--- src/rtl/chdiv_pkg.sv ---
package chdiv_pkg;

    localparam int CHD_DIV_W  = 8;
    localparam int CHD_CTRL_W = CHD_DIV_W + 1;

    typedef struct packed {
        logic                 off;
        logic [CHD_DIV_W-1:0] div;
    } chd_ctrl_t;

    // A zero divisor selects the largest value the field can hold.
    function automatic logic [CHD_DIV_W-1:0] chd_div_sel(input logic [CHD_DIV_W-1:0] d);
        return (d == '0) ? {CHD_DIV_W{1'b1}} : d;
    endfunction

endpackage

--- src/rtl/chdiv_ctrl_reg.sv ---
module chdiv_ctrl_reg
    import chdiv_pkg::*;
#(
    parameter chd_ctrl_t RESET_WORD = '0
) (
    input  logic      clk,
    input  logic      rst,
    input  logic      we,
    input  chd_ctrl_t wdata,
    output chd_ctrl_t ctrl_q
);

    always_ff @(posedge clk) begin
        if (rst) begin
            ctrl_q <= RESET_WORD;
        end else if (we) begin
            ctrl_q <= wdata;
        end
    end

endmodule

--- src/rtl/chdiv_ratio.sv ---
module chdiv_ratio
    import chdiv_pkg::*;
#(
    parameter int FIXED_DIV = 1,
    parameter int RAT_W     = CHD_DIV_W + 1
) (
    input  logic [CHD_DIV_W-1:0] div,
    output logic [RAT_W-1:0]     ratio
);

    localparam logic [RAT_W-1:0] FIX_V = RAT_W'(FIXED_DIV);

    logic [CHD_DIV_W-1:0] eff_div;

    always_comb eff_div = chd_div_sel(div);

    generate
        if (FIXED_DIV == 1) begin : g_no_post
            always_comb ratio = RAT_W'(eff_div);
        end else begin : g_post
            always_comb ratio = RAT_W'(eff_div) * FIX_V;
        end
    endgenerate

endmodule

--- src/rtl/chdiv_counter.sv ---
module chdiv_counter #(
    parameter int               RAT_W       = 9,
    parameter logic [RAT_W-1:0] RESET_RATIO = 1
) (
    input  logic             clk,
    input  logic             rst,
    input  logic             run,
    input  logic             ptick,
    input  logic [RAT_W-1:0] ratio_next,
    output logic [RAT_W-1:0] cnt_q,
    output logic [RAT_W-1:0] ratio_q,
    output logic             tick_q
);

    logic [RAT_W-1:0] last;

    always_comb last = ratio_q - 1'b1;

    always_ff @(posedge clk) begin
        if (rst) begin
            cnt_q   <= '0;
            ratio_q <= RESET_RATIO;
            tick_q  <= 1'b0;
        end else if (!run) begin
            cnt_q   <= '0;
            ratio_q <= ratio_next;
            tick_q  <= 1'b0;
        end else if (ptick) begin
            if (cnt_q == last) begin
                cnt_q   <= '0;
                ratio_q <= ratio_next;
                tick_q  <= 1'b1;
            end else begin
                cnt_q   <= cnt_q + 1'b1;
                tick_q  <= 1'b0;
            end
        end else begin
            tick_q <= 1'b0;
        end
    end

endmodule

--- src/rtl/chdiv_channel.sv ---
module chdiv_channel
    import chdiv_pkg::*;
#(
    parameter int        FIXED_DIV  = 1,
    parameter chd_ctrl_t RESET_WORD = '{off: 1'b1, div: 8'd1}
) (
    input  logic                  clk,
    input  logic                  rst,
    input  logic                  ptick_i,
    input  logic                  cfg_we_i,
    input  logic [CHD_CTRL_W-1:0] cfg_word_i,
    input  logic                  hold_i,
    output logic                  tick_o
);

    localparam int RAT_W = CHD_DIV_W + $clog2(FIXED_DIV + 1);
    localparam logic [RAT_W-1:0] RESET_RATIO =
        RAT_W'(chd_div_sel(RESET_WORD.div)) * RAT_W'(FIXED_DIV);

    chd_ctrl_t        ctrl_q;
    logic             ch_off;
    logic             run;
    logic [RAT_W-1:0] ratio_next;
    logic [RAT_W-1:0] cnt_q;
    logic [RAT_W-1:0] ratio_q;

    chdiv_ctrl_reg #(
        .RESET_WORD (RESET_WORD)
    ) i_ctrl (
        .clk    (clk),
        .rst    (rst),
        .we     (cfg_we_i),
        .wdata  (chd_ctrl_t'(cfg_word_i)),
        .ctrl_q (ctrl_q)
    );

    always_comb begin
        ch_off = ctrl_q.off;
        run    = !ch_off && !hold_i;
    end

    chdiv_ratio #(
        .FIXED_DIV (FIXED_DIV),
        .RAT_W     (RAT_W)
    ) i_ratio (
        .div   (ctrl_q.div),
        .ratio (ratio_next)
    );

    chdiv_counter #(
        .RAT_W       (RAT_W),
        .RESET_RATIO (RESET_RATIO)
    ) i_cnt (
        .clk        (clk),
        .rst        (rst),
        .run        (run),
        .ptick      (ptick_i),
        .ratio_next (ratio_next),
        .cnt_q      (cnt_q),
        .ratio_q    (ratio_q),
        .tick_q     (tick_o)
    );

endmodule

--- config.mk ---
export PLATFORM = sky130hd
export DESIGN_NAME = chdiv_channel
export DESIGN_NICKNAME = d
export VERILOG_FILES = /design/src/rtl/chdiv_pkg.sv /design/src/rtl/chdiv_ctrl_reg.sv /design/src/rtl/chdiv_ratio.sv /design/src/rtl/chdiv_counter.sv /design/src/rtl/chdiv_channel.sv
export SDC_FILE = /design/constraint.sdc
export NUM_CORES = 1
export LEC_CHECK = 0
export BUFFER_PORTS_ARGS = -buffer_cell sky130_fd_sc_hd__buf_2
export CORE_MARGIN = 5
export CORE_UTILIZATION = 50
export CTS_CLUSTER_DIAMETER = 150
export DETAILED_ROUTE_END_ITERATION = 10
export PLACE_DENSITY_LB_ADDON = 0.12
export SLEW_MARGIN = 20
export SYNTH_ARGS = -nofsm -noshare
export SYNTH_HDL_FRONTEND = slang
export SYNTH_SLANG_ARGS = --single-unit
--- constraint.sdc ---
create_clock -name clk -period 2.1 [get_ports clk]
set_input_delay 0 -clock clk [delete_from_list [all_inputs] [get_ports clk]]
set_output_delay 0 -clock clk [all_outputs]
set_load 0.05 [all_outputs]
Word level (Yosys, flattened, before mapping):

Cells that the tools add are included.

* $add $sub $neg: 2
* equal/unequal tests: 3
* muxes and demuxes: 6
* bitwise logic cells: 2
* reductions and logical operators: 7

Operator list (count)
* two-way mux 8 bit: 4
* adder 9 x 1 -> 9 bit, second input constant: 1
* equality test 9 bit: 1
* two-way mux 9 bit: 1
* subtractor 8 x 1 -> 9 bit, second input constant: 1
* logical NOT 8 bit: 1
* inequality test 2 bit, second input constant: 2
* OR reduction 3 bit: 1
* logical NOT 1 bit: 2
* inverter 1 bit: 2
* AND reduction 2 bit: 1
* OR reduction 2 bit: 1
* logical AND 1 bit: 1
* two-way mux 1 bit: 1

* register bits: 27
* input bits: 14
* output and inout port bits: 1
* logic and storage cells: 25

Depth between registers and ports, before layout:

* depth after elaboration: 5
* mapped depth: 10
* depth with buffers taken out: 8

Hierarchy:

Synthesis repeated with hierarchy kept, for this count alone.

* cells, all modules: 171
* area total of the unflattened synthesis: 1577.8 µm²

Modules (own cells, without submodules)
* chdiv_counter: instances 1, cells an instance 127, area an instance 1108.6 µm², sequential area each 380.4 µm²
* chdiv_ctrl_reg: instances 1, cells an instance 29, area an instance 326.6 µm², sequential area each 180.2 µm²
* chdiv_ratio: instances 1, cells an instance 14, area an instance 138.9 µm², sequential area each 0.0 µm²
* chdiv_channel: instances 1, cells an instance 1, area an instance 3.8 µm², sequential area each 0.0 µm²

Worst setup path before layout:

OpenSTA, ideal clock, no wires.

* path type: reg-to-reg
* start point: register i_cnt.ratio_q[0]
* end point: register i_cnt.ratio_q[2]
* setup time: 0.121 ns
* arrival time: 2.102 ns
* data required time: 1.979 ns
* path slack: -0.123 ns
* cell stages (with the launch flop): 11
* path buffers: 2
* period minus slack after synthesis: 2.223 ns
* path through: dfxtp_1 -> inv_1 -> ha_1 -> clkbuf_1 -> nand2b_1 -> o211ai_1 -> o211a_1 -> o2111ai_1 -> o31a_1 -> buf_6 -> mux2_4

* word-level cells in the longest chain between the ends: 4

RTL lines
* start: declaration: RTL line chdiv_counter.sv:11 `output logic [RAT_W-1:0] ratio_q,`
* start signal: assignment: RTL line chdiv_counter.sv:26 `ratio_q <= ratio_next;`
* start signal: assignment: RTL line chdiv_counter.sv:31 `ratio_q <= ratio_next;`
* subtractor 8 x 1 -> 9 bit: RTL line chdiv_counter.sv:17 `always_comb last = ratio_q - 1'b1;`
* equality test 9 bit: RTL line chdiv_counter.sv:29 `if (cnt_q == last) begin`
* inequality test 2 bit (no source line)
* AND reduction 2 bit (no source line)

Every way passes these cells.
A chain may end at the register's enable or synchronous reset.

Worst setup path after layout:

Same ends and word-level chain as after synthesis.

==> impl_metrics.xml <==
<?xml version="1.0" encoding="UTF-8"?>
<metrics>
  <group name="synth">
    <metric name="post_synth_num_cell_types" unit="">35</metric>
    <metric name="synth.area.mux_share" unit="%">10.8</metric>
    <metric name="synth_top_area_share" unit="%">37.5</metric>
    <metric name="postSynthAreaPerCell" unit="um^2">9.23</metric>
    <metric name="synthAdderAreaFrac" unit="%">1.74</metric>
    <metric name="yosys.area_share.xor_xnor" unit="%">9.12</metric>
    <metric name="syn-cell-area" unit="mm^2">0.00144</metric>
    <metric name="post-synth-top-count-cell" unit="">sky130_fd_sc_hd__dfxtp_1</metric>
    <metric name="synthesized_area_fraction_occupied_by_ao_oa_aoi_and_oai_cells" unit="%">13.7</metric>
    <metric name="synth-edff-count" unit="">0</metric>
    <metric name="synth_top_cell_by_area" unit="">sky130_fd_sc_hd__dfxtp_1</metric>
    <metric name="synth-simple-area-share" unit="%">22.9</metric>
    <metric name="yosys-top-cells-count" unit="">sky130_fd_sc_hd__dfxtp_1, sky130_fd_sc_hd__nor2_1, sky130_fd_sc_hd__mux2i_1, sky130_fd_sc_hd__nand2_1, sky130_fd_sc_hd__xor2_1</metric>
    <metric name="async_set_reset_flop_share_out_of_synthesis" unit="%">0</metric>
    <metric name="post_synth_main_area_contributors" unit="">sky130_fd_sc_hd__dfxtp_1, sky130_fd_sc_hd__mux2i_1, sky130_fd_sc_hd__nor2_1, sky130_fd_sc_hd__xor2_1, sky130_fd_sc_hd__xnor2_1</metric>
    <metric name="synth-seq-area-share" unit="%">37.5</metric>
    <metric name="synth_top_family_by_area" unit="">simple AND/OR/NAND/NOR gates</metric>
    <metric name="postSynthCellCount" unit="">156</metric>
    <metric name="synthFlopType" unit="">sky130_fd_sc_hd__dfxtp_1</metric>
    <metric name="ys_ff_latch" unit="">27</metric>
    <metric name="ys_warn_count" unit="">0</metric>
    <metric name="syn_nets" unit="">172</metric>
  </group>
  <group name="detailed_routing">
    <metric name="first_iter_violations" unit="">54</metric>
    <metric name="postRouteWirelength" unit="mm">3.07</metric>
    <metric name="drtAntennaViolNets" unit="">0</metric>
    <metric name="num_vias" unit="">1200</metric>
    <metric name="detail_route.wl_per_cell" unit="um">14.0</metric>
    <metric name="dr.pass1.iters" unit="">4</metric>
    <metric name="drc" unit="">0</metric>
    <metric name="detail_route.vias_per_cell" unit="">5.48</metric>
  </group>
  <group name="worst_setup_path">
    <metric name="r2r_end" unit="">i_cnt.ratio_q[2]</metric>
    <metric name="worstRegToRegCells" unit="">6</metric>
    <metric name="r2r_slack" unit="ns">0.08</metric>
    <metric name="r2r_start" unit="">i_cnt.ratio_q[0]</metric>
    <metric name="signal_arrival_time_at_the_worst_endpoint" unit="ns">2.25</metric>
    <metric name="crit_path_end_kind" unit="">flip-flop</metric>
    <metric name="timing.critical_path.required" unit="ns">2.33</metric>
    <metric name="worstPathMaxFanout" unit="">5</metric>
    <metric name="critPathLaunchType" unit="">flip-flop</metric>
    <metric name="path_class" unit="">flip-flop to flip-flop</metric>
  </group>
  <group name="timing">
    <metric name="final_max_slew_viol_count" unit="">0</metric>
    <metric name="finalHoldViolations" unit="">0</metric>
    <metric name="clock_skew" unit="ns">0.00463</metric>
    <metric name="final.min_clock_period" unit="ns">2.02</metric>
    <metric name="worst_pin_slew" unit="ns">0.462</metric>
    <metric name="rsz0062_at_grt" unit="">no</metric>
    <metric name="finalCritPeriodShare" unit="%">96.1</metric>
    <metric name="timing.final.setup_violations" unit="">0</metric>
    <metric name="slew_headroom" unit="%">69.1</metric>
    <metric name="fin_setup_tns" unit="ns">0</metric>
    <metric name="fmax" unit="MHz">496</metric>
  </group>
  <group name="final_layout">
    <metric name="antenna_cells" unit="">0</metric>
    <metric name="nNetsFinal" unit="">205</metric>
    <metric name="layout_cells_sized_above_1" unit="%">22.3</metric>
    <metric name="fillers" unit="">229</metric>
    <metric name="syn2layout_area_growth" unit="%">23.7</metric>
    <metric name="sequential_cell_area" unit="um^2">549</metric>
    <metric name="multi_input_area" unit="um^2">886</metric>
  </group>
  <group name="global_routing">
    <metric name="met1_usage" unit="%">23.4</metric>
    <metric name="number_of_antenna_violations_at_the_first_check_in_global_routing" unit="">0</metric>
    <metric name="top_usage_layer" unit="">met2</metric>
    <metric name="grt_pass1_vias" unit="">1176</metric>
    <metric name="gr-usage-all-layers" unit="%">16.3</metric>
    <metric name="grt_start_max_net_pins" unit="">27</metric>
    <metric name="groute.layer.met3.usage" unit="%">2.31</metric>
    <metric name="grt_pass1_wl" unit="mm">5.35</metric>
    <metric name="grt_util_met2" unit="%">24.5</metric>
    <metric name="globalRouteOverflowTotal" unit="">0</metric>
  </group>
  <group name="cts">
    <metric name="count_of_h_tree_levels_built_during_cts" unit="">1</metric>
    <metric name="clock-sinks" unit="">27</metric>
    <metric name="cts_made_buffers" unit="">3</metric>
    <metric name="clk_pin_slew_worst_setup_hold_paths" unit="ns">0.14</metric>
    <metric name="cts_tree" unit="">yes</metric>
    <metric name="worst_skew_pair.late_latency" unit="ns">0.32</metric>
    <metric name="clock_tree.buffer_depth" unit="">2</metric>
    <metric name="root_buffer" unit="">sky130_fd_sc_hd__clkbuf_4</metric>
  </group>
  <group name="die">
    <metric name="fp.coreArea" unit="mm^2">0.00276</metric>
    <metric name="rows" unit="">19</metric>
    <metric name="dieHeight" unit="um">63.7</metric>
    <metric name="die_area" unit="mm^2">0.00405</metric>
    <metric name="initial_utilization" unit="%">52.2</metric>
    <metric name="chipWidth" unit="um">63.7</metric>
    <metric name="io_pins" unit="">15</metric>
  </group>
  <group name="power_and_ir_drop">
    <metric name="power_density_of_the_placed_cells" unit="mW/mm^2">559</metric>
    <metric name="peakVddDrop" unit="uV">432</metric>
    <metric name="total_power" unit="uW">997</metric>
    <metric name="power_leakage" unit="nW">0.705</metric>
  </group>
  <group name="flow_run">
    <metric name="timing.max_cap.violations" unit="">0</metric>
  </group>
  <group name="worst_hold_path">
    <metric name="worst_hold_startpoint" unit="">rst</metric>
    <metric name="hold_class" unit="">input pin to flip-flop</metric>
    <metric name="timing.hold.worst_endpoint" unit="">i_ctrl.ctrl_q[7]</metric>
    <metric name="worstHoldPathCells" unit="">2</metric>
  </group>
  <group name="place">
    <metric name="place_congestion" unit="">0.817</metric>
    <metric name="port_buffers" unit="">14</metric>
    <metric name="dpl.hpwl" unit="mm">2.23</metric>
  </group>
  <group name="status">
    <metric name="status" unit="">finished, final reports clean</metric>
  </group>
</metrics>
[state kept, by name (all words and copies together), names as in the netlist]
register and cells:
i_cnt.tick_q 1, i_cnt.cnt_q 9, i_cnt.ratio_q 8, i_ctrl.ctrl_q 9
[cell usage in the layout, fill, tap and decap left out, drive strengths merged, types with 2 or more instances in the layout]
master and n:
dfxtp 27, buf 25, nor2 21, mux2i 14, nand2 11, dlygate4sd3 11
xor2 9, nand2b 7, o21bai 6, xnor2 6, nor3 4, nand4 4
inv 4, clkbuf 4, nor4 4, o211ai 3, nor2b 3, nor4bb 2
o31a 2, a21oi 2, a211o 2, and3 2, o31ai 2, ha 2
[power breakdown]
part | leakage [nW] | switching (mW) | internal [mW]
registers | 0.222 | 0.0265 | 0.534
clock network | 0.0150 | 0.148 | 0.0743
logic | 0.469 | 0.0953 | 0.119
[how the worst max path moves through the flow]
stage	start	to	slack, ns
final	i_cnt.ratio_q[0]	i_cnt.ratio_q[2]	0.08
after global routing	i_cnt.ratio_q[0]	i_cnt.ratio_q[5]	0.007
after CTS	i_cnt.ratio_q[0]	i_cnt.ratio_q[0]	0.04
after detailed placement	i_cnt.ratio_q[0]	i_cnt.ratio_q[0]	0.07
after global placement	i_cnt.ratio_q[0]	i_cnt.ratio_q[0]	0.09
after floorplan	i_cnt.ratio_q[0]	i_cnt.ratio_q[2]	0.006
[layer usage]
metal | wire length, um | vias up
met5 | 0 | -
met4 | 28 | 0
met3 | 86 | 2
met2 | 1440 | 16
met1 | 1510 | 570
li1 | - | 612
[cell families (layout without fill, tap and decap cells)]
kind of cell	Yosys count	after routing
flip-flops	27	27
AND/OR/NAND/NOR	62	62
AO/OA/AOI/OAI	23	23
adder cells (fa/ha/maj)	2	2
buffers and inverters	12	44
XOR/XNOR	15	15
multiplexers	15	15
[what timing repair did]
item,in CTS,in global routing
resized for setup,0,9
setup buffers,0,2
hold buffers,11,0
setup endpoints to repair,0,16
hold endpoints to repair,12,0
[critical path: stages (launching register included)]
cell and delay [ns]:
sky130_fd_sc_hd__dfxtp_4 0.40, sky130_fd_sc_hd__o31a_1 0.33, sky130_fd_sc_hd__or4_4 0.44, sky130_fd_sc_hd__o31ai_4 0.08, sky130_fd_sc_hd__o22ai_2 0.10, sky130_fd_sc_hd__o31a_1 0.29, sky130_fd_sc_hd__mux2_4 0.30
[through the flow]
step | util (%) | std cells | hold slack (ns) | setup WS (ns) | cell area (um^2)
2_1_floorplan | - | 156 | 0.122 | 0.00646 | 1460
3_5_place_dp | 57.4 | 202 | 0.213 | 0.0658 | 1580
6_report | 64.6 | 219 | 0.0700 | 0.0819 | 1780
4_1_cts | 62.3 | 217 | 0.0668 | 0.0401 | 1720
5_1_grt | 64.6 | 219 | 0.0678 | 0.00657 | 1780
3_3_place_gp | 57.4 | 202 | 0.205 | 0.0926 | 1580
[layout make-up]
cell class | instances | share of cell area, %
clock buffer | 4 | 1.47
inverter | 4 | 0.843
sequential | 27 | 30.8
multi-input combinational | 117 | 49.7
timing repair buffer | 36 | 15.0
tap | 31 | 2.18
Note: power is estimated with default switching activity, not from simulation.
